**src/rtl/sbs_pkg.sv**
```systemverilog
package sbs_pkg;

  localparam int CTRL_W = 16;
  localparam int BIT_EN = 0;
  localparam int BIT_SLV = 1;
  localparam int BIT_HP = 4;

  typedef enum logic [2:0] {
    S_IDLE,
    S_PRE,
    S_WRITE,
    S_SETTLE,
    S_POLL
  } seq_state_t;

  function automatic logic [1:0] bridge_mask(input logic b);
    return b ? 2'b10 : 2'b01;
  endfunction

  function automatic logic mode_legal(input logic [2:0] m);
    return m[2] == 1'b0;
  endfunction

  // slave enable follows the bridge and the routing mode
  function automatic logic [CTRL_W-1:0] ctrl_word(input logic b, input logic [2:0] m);
    logic [CTRL_W-1:0] w;
    w = '0;
    w[BIT_EN] = 1'b1;
    w[BIT_HP] = 1'b1;
    w[BIT_SLV] = b ? (m == 3'd3) : (m == 3'd2);
    return w;
  endfunction

  // number of samples until settle + k*poll reaches the budget
  function automatic int max_polls(input int budget, input int settle, input int poll);
    int n;
    n = (budget - settle + poll - 1) / poll;
    if (n < 1) n = 1;
    return n;
  endfunction

  function automatic int max3(input int a, input int b, input int c);
    int m;
    m = (a > b) ? a : b;
    return (m > c) ? m : c;
  endfunction

endpackage

```
**src/rtl/sbs_tick.sv**
```systemverilog
module sbs_tick #(
  parameter int DIV = 100000
) (
  input  logic clk,
  input  logic rst,
  input  logic restart,
  output logic tick
);
  localparam int CW = (DIV > 2) ? $clog2(DIV) : 1;
  localparam logic [CW-1:0] LAST = CW'(DIV - 1);

  logic [CW-1:0] cnt;

  assign tick = (cnt == LAST);

  always_ff @(posedge clk) begin
    if (rst || restart || tick) cnt <= '0;
    else cnt <= cnt + 1'b1;
  end

endmodule

```
**src/rtl/sbs_bridge_regs.sv**
```systemverilog
module sbs_bridge_regs
  import sbs_pkg::*;
(
  input  logic              clk,
  input  logic              rst,
  input  logic              clk_on,
  input  logic              clk_off,
  input  logic              rst_fire,
  input  logic              ctrl_load,
  input  logic [CTRL_W-1:0] ctrl_val,
  input  logic              online_clr,
  input  logic              online_set,
  output logic              clk_en,
  output logic              rst_pulse,
  output logic [CTRL_W-1:0] ctrl,
  output logic              online
);

  always_ff @(posedge clk) begin
    if (rst) begin
      clk_en    <= 1'b0;
      rst_pulse <= 1'b0;
      ctrl      <= '0;
      online    <= 1'b0;
    end else begin
      if (clk_on) clk_en <= 1'b1;
      else if (clk_off) clk_en <= 1'b0;
      rst_pulse <= rst_fire;
      if (ctrl_load) ctrl <= ctrl_val;
      if (online_clr) online <= 1'b0;
      else if (online_set) online <= 1'b1;
    end
  end

  a_r8_reset_one_cycle: assert property (@(posedge clk) disable iff (rst)
    rst_pulse |=> !rst_pulse);

  a_r3_ctrl_fields: assert property (@(posedge clk) disable iff (rst)
    (ctrl != '0) |-> (ctrl[BIT_EN] && ctrl[BIT_HP]));

endmodule

```
**src/rtl/sbs_seq.sv**
```systemverilog
module sbs_seq
  import sbs_pkg::*;
#(
  parameter int PRE_MS     = 10,
  parameter int SETTLE_MS  = 10,
  parameter int POLL_MS    = 100,
  parameter int TIMEOUT_MS = 1000
) (
  input  logic              clk,
  input  logic              rst,
  input  logic              tick,
  input  logic              start_req,
  input  logic              reset_req,
  input  logic              stop_req,
  input  logic [1:0]        sel,
  input  logic [2:0]        mode,
  input  logic [1:0]        phy_rdy,
  output logic              restart,
  output logic [1:0]        clk_on,
  output logic [1:0]        clk_off,
  output logic [1:0]        rst_fire,
  output logic [1:0]        ctrl_load,
  output logic [CTRL_W-1:0] ctrl_val,
  output logic [1:0]        online_clr,
  output logic [1:0]        online_set,
  output logic              busy,
  output logic              done,
  output logic              err,
  output logic              cur_b,
  output logic              start_active,
  output logic              timeout_fail
);
  localparam int MAXP = max_polls(TIMEOUT_MS, SETTLE_MS, POLL_MS);
  localparam int MSW  = $clog2(max3(PRE_MS, SETTLE_MS, POLL_MS) + 1);
  localparam int PW   = (MAXP > 1) ? $clog2(MAXP) : 1;
  localparam logic [MSW-1:0] PRE_L    = MSW'(PRE_MS - 1);
  localparam logic [MSW-1:0] SETTLE_L = MSW'(SETTLE_MS - 1);
  localparam logic [MSW-1:0] POLL_L   = MSW'(POLL_MS - 1);
  localparam logic [PW-1:0]  LASTP    = PW'(MAXP - 1);

  seq_state_t     state;
  logic           op_start;
  logic [2:0]     cur_mode;
  logic [MSW-1:0] ms_cnt;
  logic [PW-1:0]  poll_cnt;
  logic [MSW-1:0] lim;

  logic idle, sel_ok, nb, pick_start, pick_reset, pick_stop;
  logic accept, go, bad, timed, phase_end, sample, pass;

  always_comb begin
    case (state)
      S_PRE:    lim = PRE_L;
      S_SETTLE: lim = SETTLE_L;
      default:  lim = POLL_L;
    endcase
  end

  assign idle       = (state == S_IDLE);
  assign sel_ok     = !sel[1];
  assign nb         = sel[0];
  assign pick_start = start_req;
  assign pick_reset = reset_req && !start_req;
  assign pick_stop  = stop_req && !start_req && !reset_req;
  assign accept     = idle && sel_ok && (pick_start || pick_reset);
  assign go         = accept && mode_legal(mode);
  assign bad        = accept && !mode_legal(mode);
  assign timed      = (state == S_PRE) || (state == S_SETTLE) || (state == S_POLL);
  assign phase_end  = timed && tick && (ms_cnt == lim);
  assign sample     = (state == S_POLL) && phase_end;
  assign pass       = sample && phy_rdy[cur_b];
  assign timeout_fail = sample && !phy_rdy[cur_b] && (poll_cnt == LASTP);
  assign restart    = go || (state == S_WRITE) || phase_end;

  assign clk_on     = (go && pick_start) ? bridge_mask(nb) : 2'b00;
  assign rst_fire   = (go && pick_reset) ? bridge_mask(nb) : 2'b00;
  assign clk_off    = ((idle && sel_ok && pick_stop) ? bridge_mask(nb) : 2'b00)
                    | ((timeout_fail && op_start) ? bridge_mask(cur_b) : 2'b00);
  assign ctrl_load  = (state == S_WRITE) ? bridge_mask(cur_b) : 2'b00;
  assign ctrl_val   = ctrl_word(cur_b, cur_mode);
  assign online_clr = accept ? bridge_mask(nb) : 2'b00;
  assign online_set = pass ? bridge_mask(cur_b) : 2'b00;
  assign busy         = !idle;
  assign start_active = busy && op_start;

  always_ff @(posedge clk) begin
    if (rst) begin
      state    <= S_IDLE;
      cur_b    <= 1'b0;
      op_start <= 1'b0;
      cur_mode <= '0;
      ms_cnt   <= '0;
      poll_cnt <= '0;
      done     <= 1'b0;
      err      <= 1'b0;
    end else begin
      done <= pass || timeout_fail || bad;
      err  <= timeout_fail || bad;
      if (restart) ms_cnt <= '0;
      else if (tick) ms_cnt <= ms_cnt + 1'b1;
      case (state)
        S_IDLE: if (go) begin
          state    <= S_PRE;
          cur_b    <= nb;
          op_start <= pick_start;
          cur_mode <= mode;
          poll_cnt <= '0;
        end
        S_PRE:    if (phase_end) state <= S_WRITE;
        S_WRITE:  state <= S_SETTLE;
        S_SETTLE: if (phase_end) state <= S_POLL;
        S_POLL: if (sample) begin
          poll_cnt <= poll_cnt + 1'b1;
          if (pass || timeout_fail) state <= S_IDLE;
        end
        default: state <= S_IDLE;
      endcase
    end
  end

  a_r13_err_with_done: assert property (@(posedge clk) disable iff (rst)
    err |-> done);

  a_r13_done_not_busy: assert property (@(posedge clk) disable iff (rst)
    done |-> !busy);

  a_r6_poll_bounded: assert property (@(posedge clk) disable iff (rst)
    (state == S_POLL) |-> (poll_cnt <= LASTP));

endmodule

```
**src/rtl/sata_bridge_seq.sv**
```systemverilog
module sata_bridge_seq
  import sbs_pkg::*;
#(
  parameter int TICK_DIV   = 100000,
  parameter int PRE_MS     = 10,
  parameter int SETTLE_MS  = 10,
  parameter int POLL_MS    = 100,
  parameter int TIMEOUT_MS = 1000
) (
  input  logic        clk,
  input  logic        rst,
  input  logic        start_req,
  input  logic        reset_req,
  input  logic        stop_req,
  input  logic [1:0]  sel,
  input  logic [2:0]  mode,
  input  logic [1:0]  phy_rdy,
  output logic [1:0]  clk_en,
  output logic [1:0]  rst_pulse,
  output logic [15:0] ctrl0,
  output logic [15:0] ctrl1,
  output logic        busy,
  output logic        done,
  output logic        err,
  output logic [1:0]  online
);
  logic              tick, restart;
  logic [1:0]        clk_on, clk_off, rst_fire, ctrl_load, online_clr, online_set;
  logic [CTRL_W-1:0] ctrl_val;
  logic [CTRL_W-1:0] ctrl_arr [2];
  logic              cur_b, start_active, timeout_fail;

  sbs_tick #(.DIV(TICK_DIV)) u_tick (
    .clk(clk), .rst(rst), .restart(restart), .tick(tick)
  );

  sbs_seq #(
    .PRE_MS(PRE_MS), .SETTLE_MS(SETTLE_MS),
    .POLL_MS(POLL_MS), .TIMEOUT_MS(TIMEOUT_MS)
  ) u_seq (
    .clk(clk), .rst(rst), .tick(tick),
    .start_req(start_req), .reset_req(reset_req), .stop_req(stop_req),
    .sel(sel), .mode(mode), .phy_rdy(phy_rdy),
    .restart(restart), .clk_on(clk_on), .clk_off(clk_off),
    .rst_fire(rst_fire), .ctrl_load(ctrl_load), .ctrl_val(ctrl_val),
    .online_clr(online_clr), .online_set(online_set),
    .busy(busy), .done(done), .err(err),
    .cur_b(cur_b), .start_active(start_active), .timeout_fail(timeout_fail)
  );

  for (genvar gi = 0; gi < 2; gi++) begin : g_bridge
    sbs_bridge_regs u_regs (
      .clk(clk), .rst(rst),
      .clk_on(clk_on[gi]), .clk_off(clk_off[gi]), .rst_fire(rst_fire[gi]),
      .ctrl_load(ctrl_load[gi]), .ctrl_val(ctrl_val),
      .online_clr(online_clr[gi]), .online_set(online_set[gi]),
      .clk_en(clk_en[gi]), .rst_pulse(rst_pulse[gi]),
      .ctrl(ctrl_arr[gi]), .online(online[gi])
    );
  end

  assign ctrl0 = ctrl_arr[0];
  assign ctrl1 = ctrl_arr[1];

  a_r2_clock_held: assert property (@(posedge clk) disable iff (rst)
    start_active |-> clk_en[cur_b]);

  a_r7_fail_gates: assert property (@(posedge clk) disable iff (rst)
    (timeout_fail && start_active) |=> !clk_en[$past(cur_b)]);

  a_r8_single_reset: assert property (@(posedge clk) disable iff (rst)
    $countones(rst_pulse) <= 1);

endmodule

```
**config.mk**
```make
export PLATFORM = sky130hd
export DESIGN_NAME = sata_bridge_seq
export DESIGN_NICKNAME = d
export VERILOG_FILES = /design/src/rtl/sbs_pkg.sv /design/src/rtl/sbs_tick.sv /design/src/rtl/sbs_bridge_regs.sv /design/src/rtl/sbs_seq.sv /design/src/rtl/sata_bridge_seq.sv
export SDC_FILE = /design/constraint.sdc
export NUM_CORES = 1
export LEC_CHECK = 0
export BUFFER_PORTS_ARGS = -buffer_cell sky130_fd_sc_hd__buf_2
export CELL_PAD_IN_SITES_DETAIL_PLACEMENT = 0
export CELL_PAD_IN_SITES_GLOBAL_PLACEMENT = 1
export CORE_ASPECT_RATIO = 0.5
export CORE_UTILIZATION = 48
export DETAILED_ROUTE_END_ITERATION = 6
export PLACE_DENSITY = 0.85
export RECOVER_POWER = 25
export SLEW_MARGIN = 20
export SYNTH_ARGS = -nofsm -noshare
export SYNTH_HDL_FRONTEND = slang
export SYNTH_HIERARCHICAL = 1
export SYNTH_SLANG_ARGS = --single-unit
```
**constraint.sdc**
```tcl
create_clock -name clk -period 6.65 [get_ports clk]
set_input_delay 1.995 -clock clk [delete_from_list [all_inputs] [get_ports clk]]
set_output_delay 1.995 -clock clk [all_outputs]
set_load 0.01 [all_outputs]
```
Word level (Yosys, flattened, before mapping)
Cells that the tools add are included.

Output and inout port bits: 41. Memories kept: 0. Register bits after elaboration: 50. Input bits: 12. Bits in writable memories: 0. Memory bits (read-only): 0. Latch bits: 0.

Add/sub/neg operators: 3. Multiplexer cells: 25. Shift operators: 0. Eq/ne operators: 14. $mul: 0. Divide/modulo/power cells: 0. Bitwise gates (word level): 3. Reductions and logical operators: 44. Order comparisons: 1.

Operator list (count): adder 17 x 1 -> 17 bit (second input constant) (1); == test 17 bit (second input constant) (1); logical AND 1 bit (17); two-way mux 2 bit (8); two-way mux 3 bit (5); one-hot mux 3 bit (5 select lines) (1); == test 3 x 2 -> 1 bit (second input constant) (4); logical OR 1 bit (10); OR reduction 2 bit (5); two-way mux 4 bit (2); one-hot mux 4 bit (2 select lines) (1); adder 7 x 1 -> 7 bit (second input constant) (1); == test 7 bit (1); two-way mux 1 bit (7); two-way mux 7 bit (1); != test 2 x 1 -> 1 bit (second input constant) (3); nonzero test 2 bit (3); zero test 1 bit (5); AND reduction 5 bit (1); adder 4 x 1 -> 4 bit (second input constant) (1); == test 4 bit (second input constant) (1); != test 2 bit (second input constant) (2); == test 3 x 1 -> 1 bit (second input constant) (1); == test 3 bit (second input constant) (1); other kinds (6) (7).

Longest topological paths before layout
Gate-level depths: netlist of the first run.

Depth in word-level cells: 13. Mapped depth: 13.

Cells and area by module
Netlist of the first run, hierarchy kept.

Modules (own cells, without submodules): sbs_seq (cells each 159, instances 1, area each 1396.3 um^2, sequential area each 420.4 um^2); sbs_bridge_regs (cells each 61, instances 2, area each 671.9 um^2, sequential area each 380.4 um^2); sbs_tick (cells each 89, instances 1, area each 800.8 um^2, sequential area each 340.3 um^2).

Worst setup path after synthesis of the first run
No wires, ideal clock.

Kind: input port to flip-flop. Start: input port start_req. End: register u_tick.cnt[12]. Stages on the path: 10. Path buffers: 2. Path slack: 3.303 ns. Required time: 6.535 ns. Data arrival time: 3.232 ns. Setup time: 0.115 ns. Cell sequence: nor2_1 > or3_4 > nor2_4 > buf_6 > nor2_1 > nand2_1 > nor2_1 > o31ai_4 > buf_6 > nor2_1.

Word-level cells in the longest chain between the ends: 9.

RTL lines: start, declared (line sata_bridge_seq.sv:12) `input logic start_req,`; zero test 1 bit (line sbs_seq.sv:63) `assign pick_reset = reset_req && !start_req;`; logical AND 1 bit (line sbs_seq.sv:63); logical OR 1 bit (*) (line sbs_seq.sv:65) `assign accept = idle && sel_ok && (pick_start || pick_reset);`; logical AND 1 bit (*) (line sbs_seq.sv:65); logical AND 1 bit (*) (line sbs_seq.sv:66) `assign go = accept && mode_legal(mode);`; logical OR 1 bit (*) (2 in series) (line sbs_seq.sv:73) `assign restart = go || (state == S_WRITE) || phase_end;`; via restart (line sata_bridge_seq.sv:27) `logic tick, restart;`; logical OR 1 bit (*) (2 in series) (line sbs_tick.sv:17) `if (rst || restart || tick) cnt <= '0;`; end signal, assigned (line sbs_tick.sv:18) `else cnt <= cnt + 1'b1;`; end, declared (line sbs_tick.sv:12) `logic [CW-1:0] cnt;`.

The timed path passes the listed nets; every way through them passes the cells marked *. A chain may end at the register's enable or synchronous reset.

Final worst setup path of the first run
Start: input port rst. End: register u_tick.cnt[7].

Word-level cells in the longest chain between the ends: 2.

RTL lines: start, declared (line sata_bridge_seq.sv:11) `input logic rst,`; logical OR 1 bit (2 in series) (line sbs_tick.sv:17).

Every way passes these cells.

==> metrics, run 1 <==
status finished with violations; failing checks max-capacitance violations, max-slew violations; Initial Util 51.33%; # resized after CTS 0; clock sinks 76; P_int 0.9382 mW; Worst Hold Class reg -> reg; Post-DRT Antenna Nets 0; area of the multi-input gates 1792 sq um; CTS Buf Count 9; Comb power frac 20.1%; final setup vio count 0; Final nets 431; VDD IR max 146.3 uV; Final Cell Area 4051 sq um; # Post-CTS Setup Buffers 0; Final Max Tran Viols 55; Pleak 1.579 nW; Sequential Area 1521 sq um; Tmin final 4.128 ns; highest clock rate 242.2 MHz; CTS H-Tree Depth 3; vias in the first global route 2,450; Slew HR -59.12%; total congestion overflow 0; DR vias 2,544; vias per cell 4.969; wl on met1 2976 um; top layer in use met4; antenna violations before repair 0; Placed Area 3725 sq um; cts hold-fix bufs 0; Die Y 62.67 um; RSZ-0062 raised after global routing false; clock latency on the worst-skew pair 0.33 ns; Psw 0.3706 mW; Tcrit/Tclk final 62.08%; Critical Path Fanout Max 54; drt wl/cell 12.68 um; sw frac 28.31%; DR DRC count 0; clock tree root driver cell clkbuf_16; Clock power frac 40.0%; setup ws final 2.522 ns; Port Buffer Count 52; fillers 588; boundary pin count 53; die footprint 7729 sq um; register share of total power 39.9%; 1st-pass router iterations 5; met2 routed wirelength 3181 um; # diodes 0; Critical Path Sink Type register; wire length on met3 251 um; WP data required 6.84 ns; Routed Wire Length 6491 um; Clock Skew 0.006780 ns; synthesized cell area 3533 sq um; post-synthesis area per instance 9.602 sq um; clock slew at reported path FFs 0.06 ns; Die W 123.3 um; DP HPWL 4566 um; row count 21; share of cells above drive strength 1 21.19%; CTS tree yes; final hold vios 0; Final GP Congestion 0.8456; CP arrival 4.32 ns; synthesis-to-layout area growth 14.66%; Placeable Area 6884 sq um; largest net degree at the start of global routing 55; CTS max path bufs 2; number of DRC markers in iteration 0 117; Mapped Cells 368; TNS Setup 0 ns; first-pass GRT wire length 11,080 um; Power per Cell Area 323.0 nW/um^2; dpl ws 2.860 ns; number of synthesis warnings 6; max cap viols 1; All-Layer GR Usage 18.69%; worst-margin pin slew 2.387 ns; critical path type in -> reg; startpoint types input pin
==> worst paths after layout <==
path / from / to / slack [ns] / depth (start not counted)
worst max register to register: u_tick/cnt[0] / g_bridge[0].u_regs/clk_en / 3.26 / 11
worst min-delay path: g_bridge[1].u_regs/clk_en / g_bridge[1].u_regs/clk_en / 0.47 / 2
worst min register to register: g_bridge[1].u_regs/clk_en / g_bridge[1].u_regs/clk_en / 0.47 / 2
worst max-delay path: rst / u_tick/cnt[7] / 2.52 / 4
==> cells in the final DEF, fill, tap and decap left out, types with 2 or more instances in the layout <==
cell         n
clkinvlp_4   2
xnor2_1     17
nand4_1      7
nor3_1       9
ha_1         4
nor4b_1      2
nor4_1       6
bufinv_16    2
nor3b_1      3
and3_1       4
nor3_2       4
conb_1      15
clkbuf_1     5
a21oi_1      8
nor2_1      75
o21ai_0      4
or3_1        2
inv_1       10
mux2i_1     38
nor3b_2      2
nand2b_1     3
nor2b_1      2
clkbuf_16    9
nor2_4       2
nand4b_1     2
nor2_2       2
nand3_1      7
buf_2       48
xor2_1       8
dfxtp_1     76
nand2_1     17
==> per-layer routing <==
metal	vias up	global-route usage [%]
met5	-	0
met4	0	5.873
met3	7	7.208
met2	33	32.96
met1	1194	20.58
li1	1310	-
==> metrics by stage <==
stage / utilization [%] / instances / hold WS (ns) / power [mW]
floorplan: - / 381 / 0.4409 / 0.7516
global placement: 54.11 / 496 / 0.4508 / 0.7880
detailed placement: 54.11 / 496 / 0.4610 / 0.7968
CTS: 58.85 / 512 / 0.4703 / 1.329
global route: 58.85 / 512 / 0.4896 / 1.383
finish: 58.85 / 512 / 0.4685 / 1.309
==> layout make-up <==
type	count	share of cell area (%)
timing repair buffer	52	6.300
inverter	11	1.019
clock inverter	5	2.069
sequential	76	37.55
clock buffer	11	5.991
multi-input combinational	265	44.22
tap	92	2.841
==> registers in the layout (all words and copies together), names as in the netlist, 2 cells and up <==
name / cells
g_bridge.u_regs/clk_en: 2
g_bridge.u_regs/ctrl: 32
g_bridge.u_regs/online: 2
g_bridge.u_regs/rst_pulse: 2
u_seq/cur_mode: 3
u_seq/ms_cnt: 7
u_seq/poll_cnt: 4
u_seq/state: 3
u_tick/cnt: 17
==> power groups by stage <==
stage | Clock, mW | Sequential (mW) | Combinational (mW)
after floorplan | 0 | 0.535 | 0.216
after global placement | 0 | 0.530 | 0.258
after detailed placement | 0 | 0.533 | 0.264
after CTS | 0.540 | 0.523 | 0.266
after global routing | 0.562 | 0.528 | 0.292
final | 0.523 | 0.523 | 0.263
==> worst max-delay path: stages <==
cell	delay, ns
clkbuf_1	1.66
nor2_1	0.23
o31ai_4	0.30
nor2_1	0.12
Note: power is estimated with default switching activity, not from simulation.
==> inputs of run 2 (changes only) <==
--- a/config.mk
+++ b/config.mk
@@ -9,9 +9,9 @@
 export CELL_PAD_IN_SITES_DETAIL_PLACEMENT = 0
 export CELL_PAD_IN_SITES_GLOBAL_PLACEMENT = 1
 export CORE_ASPECT_RATIO = 0.5
-export CORE_UTILIZATION = 48
+export CORE_UTILIZATION = 40
 export DETAILED_ROUTE_END_ITERATION = 6
-export PLACE_DENSITY = 0.85
+export PLACE_DENSITY = 0.76
 export RECOVER_POWER = 25
 export SLEW_MARGIN = 20
 export SYNTH_ARGS = -nofsm -noshare
==> constraint.sdc (replaced) <==
create_clock -name clk -period 3.6 [get_ports clk]
set_input_delay 1.08 -clock clk [delete_from_list [all_inputs] [get_ports clk]]
set_output_delay 1.08 -clock clk [all_outputs]
set_load 0.01 [all_outputs]
==> metrics, run 2 (synthesis gave the netlist of run 1 again) <==
worst reg-to-reg path cell count 12; DP HPWL 4807 um; failing checks max-capacitance violations, max-slew violations; CTS max path bufs 2; Critical Path Fanout Max 7; drt wl/cell 12.41 um; CP arrival 3.13 ns; total congestion overflow 0; hold_ws 0.4768 ns; clock sinks 76; Die W 134.9 um; # resized after CTS 0; WP data required 3.81 ns; worst-margin pin slew 1.867 ns; max FFs per register 32; DR vias 2,561; RSZ-0062 raised after global routing false; Final nets 433; fillers 781; Hold Path Depth 2; boundary pin count 53; CTS H-Tree Depth 3; Routed Wire Length 6627 um; Placeable Area 8288 sq um; die footprint 9236 sq um; reg2reg start u_tick/cnt[0]; highest clock rate 342.1 MHz; # diodes 0; WHS Endpoint g_bridge[1].u_regs/clk_en; internal reg-to-reg setup slack 0.68 ns; Largest Register g_bridge.u_regs/ctrl; clock latency on the worst-skew pair 0.34 ns; status finished with violations; clock slew at reported path FFs 0.06 ns; Final GP Congestion 0.8242; overall power 2.253 mW; most frequent cells in the layout nor2_1 (76), dfxtp_1 (76), buf_2 (39), mux2i_1 (38); vias in the first global route 2,395; Post-DRT Antenna Nets 0; Die Y 68.46 um; largest net degree at the start of global routing 37; Tcrit/Tclk final 81.21%; cts hold-fix bufs 0; max cap viols 1; Initial Util 42.63%; DR DRC count 0; startpoint types register; row count 23; CTS tree yes; r2r endpoint g_bridge[0].u_regs/clk_en; antenna violations before repair 0; CTS Buf Count 9; top flop regs g_bridge.u_regs/ctrl x32, u_tick/cnt x17, u_seq/ms_cnt x7; final setup vio count 0; Worst Hold Launch g_bridge[1].u_regs/clk_en; All-Layer GR Usage 15.52%; synthesis-to-layout area growth 13.67%; setup ws final 0.6765 ns; dpl ws 0.6714 ns; Slew HR -24.90%; VDD IR max 321.1 uV; Port Buffer Count 52; Worst Hold Class reg -> reg; share of cells above drive strength 1 19.19%; vias per cell 4.796; Critical Path Sink Type register; # Post-CTS Setup Buffers 0; Placed Area 3765 sq um; 1st-pass router iterations 4; Pleak 1.521 nW; Tmin final 2.923 ns; Final Cell Area 4016 sq um; number of DRC markers in iteration 0 80; Final Max Tran Viols 17; Clock Skew 0.008522 ns; critical path type reg -> reg; clock tree root driver cell clkbuf_16; final hold vios 0; TNS Setup 0 ns; Power per Cell Area 561.0 nW/um^2; first-pass GRT wire length 10,830 um
## run 2: routing by layer
layer / part of all wire, % / track usage, %
met2: 48 / 27.51
met1: 47 / 16.85
met5: 0 / 0
met4: 0.72 / 6.320
met3: 4.2 / 6.444
## run 2: worst max-delay path by stage
stage | start | to | slack [ns] | cells after the start
after CTS | u_tick/cnt[0] | g_bridge[0].u_regs/clk_en | 0.67 | 12
after global routing | u_tick/cnt[0] | g_bridge[0].u_regs/clk_en | 0.42 | 12
after detailed placement | u_tick/cnt[0] | g_bridge[0].u_regs/clk_en | 0.67 | 12
after global placement | u_tick/cnt[0] | g_bridge[0].u_regs/clk_en | 0.74 | 12
final | u_tick/cnt[0] | g_bridge[0].u_regs/clk_en | 0.68 | 12
after floorplan | u_tick/cnt[0] | g_bridge[0].u_regs/clk_en | 0.96 | 12
## run 2: worst max-delay path, stage by stage, from the launching register on
cell      delay (ns)
dfxtp_1         0.39
ha_1            0.30
nand4_4         0.15
or2_4           0.29
nor3_1          0.20
buf_4           0.18
nor4bb_1        0.31
nand2_1         0.27
nor2_8          0.23
nand3_4         0.10
o32ai_2         0.19
nand2b_1        0.13
a21oi_1         0.06
## run 2: power breakdown
group          internal (mW)  switching, mW  leakage [nW]
clock                  0.464          0.340         0.124
combinational          0.198          0.285         0.782
sequential             0.909         0.0566         0.614
## run 2: cell type report
cell class              instances  area (sq um)  share of cell area, %
clock buffers                  10         229.0                  5.701
clock inverters                 6         41.29                  1.028
inverters                      11         41.29                  1.028
multi-input cells             265          1784                  44.42
flip-flops and latches         76          1521                  37.88
well taps                     112         140.1                  3.489
repair buffers                 54         259.0                  6.449
## run 2: through the flow
step | instances | utilization (%)
floorplan | 381 | -
global placement | 518 | 45.43
detailed placement | 518 | 45.43
CTS | 534 | 48.69
global route | 534 | 48.46
finish | 534 | 48.46
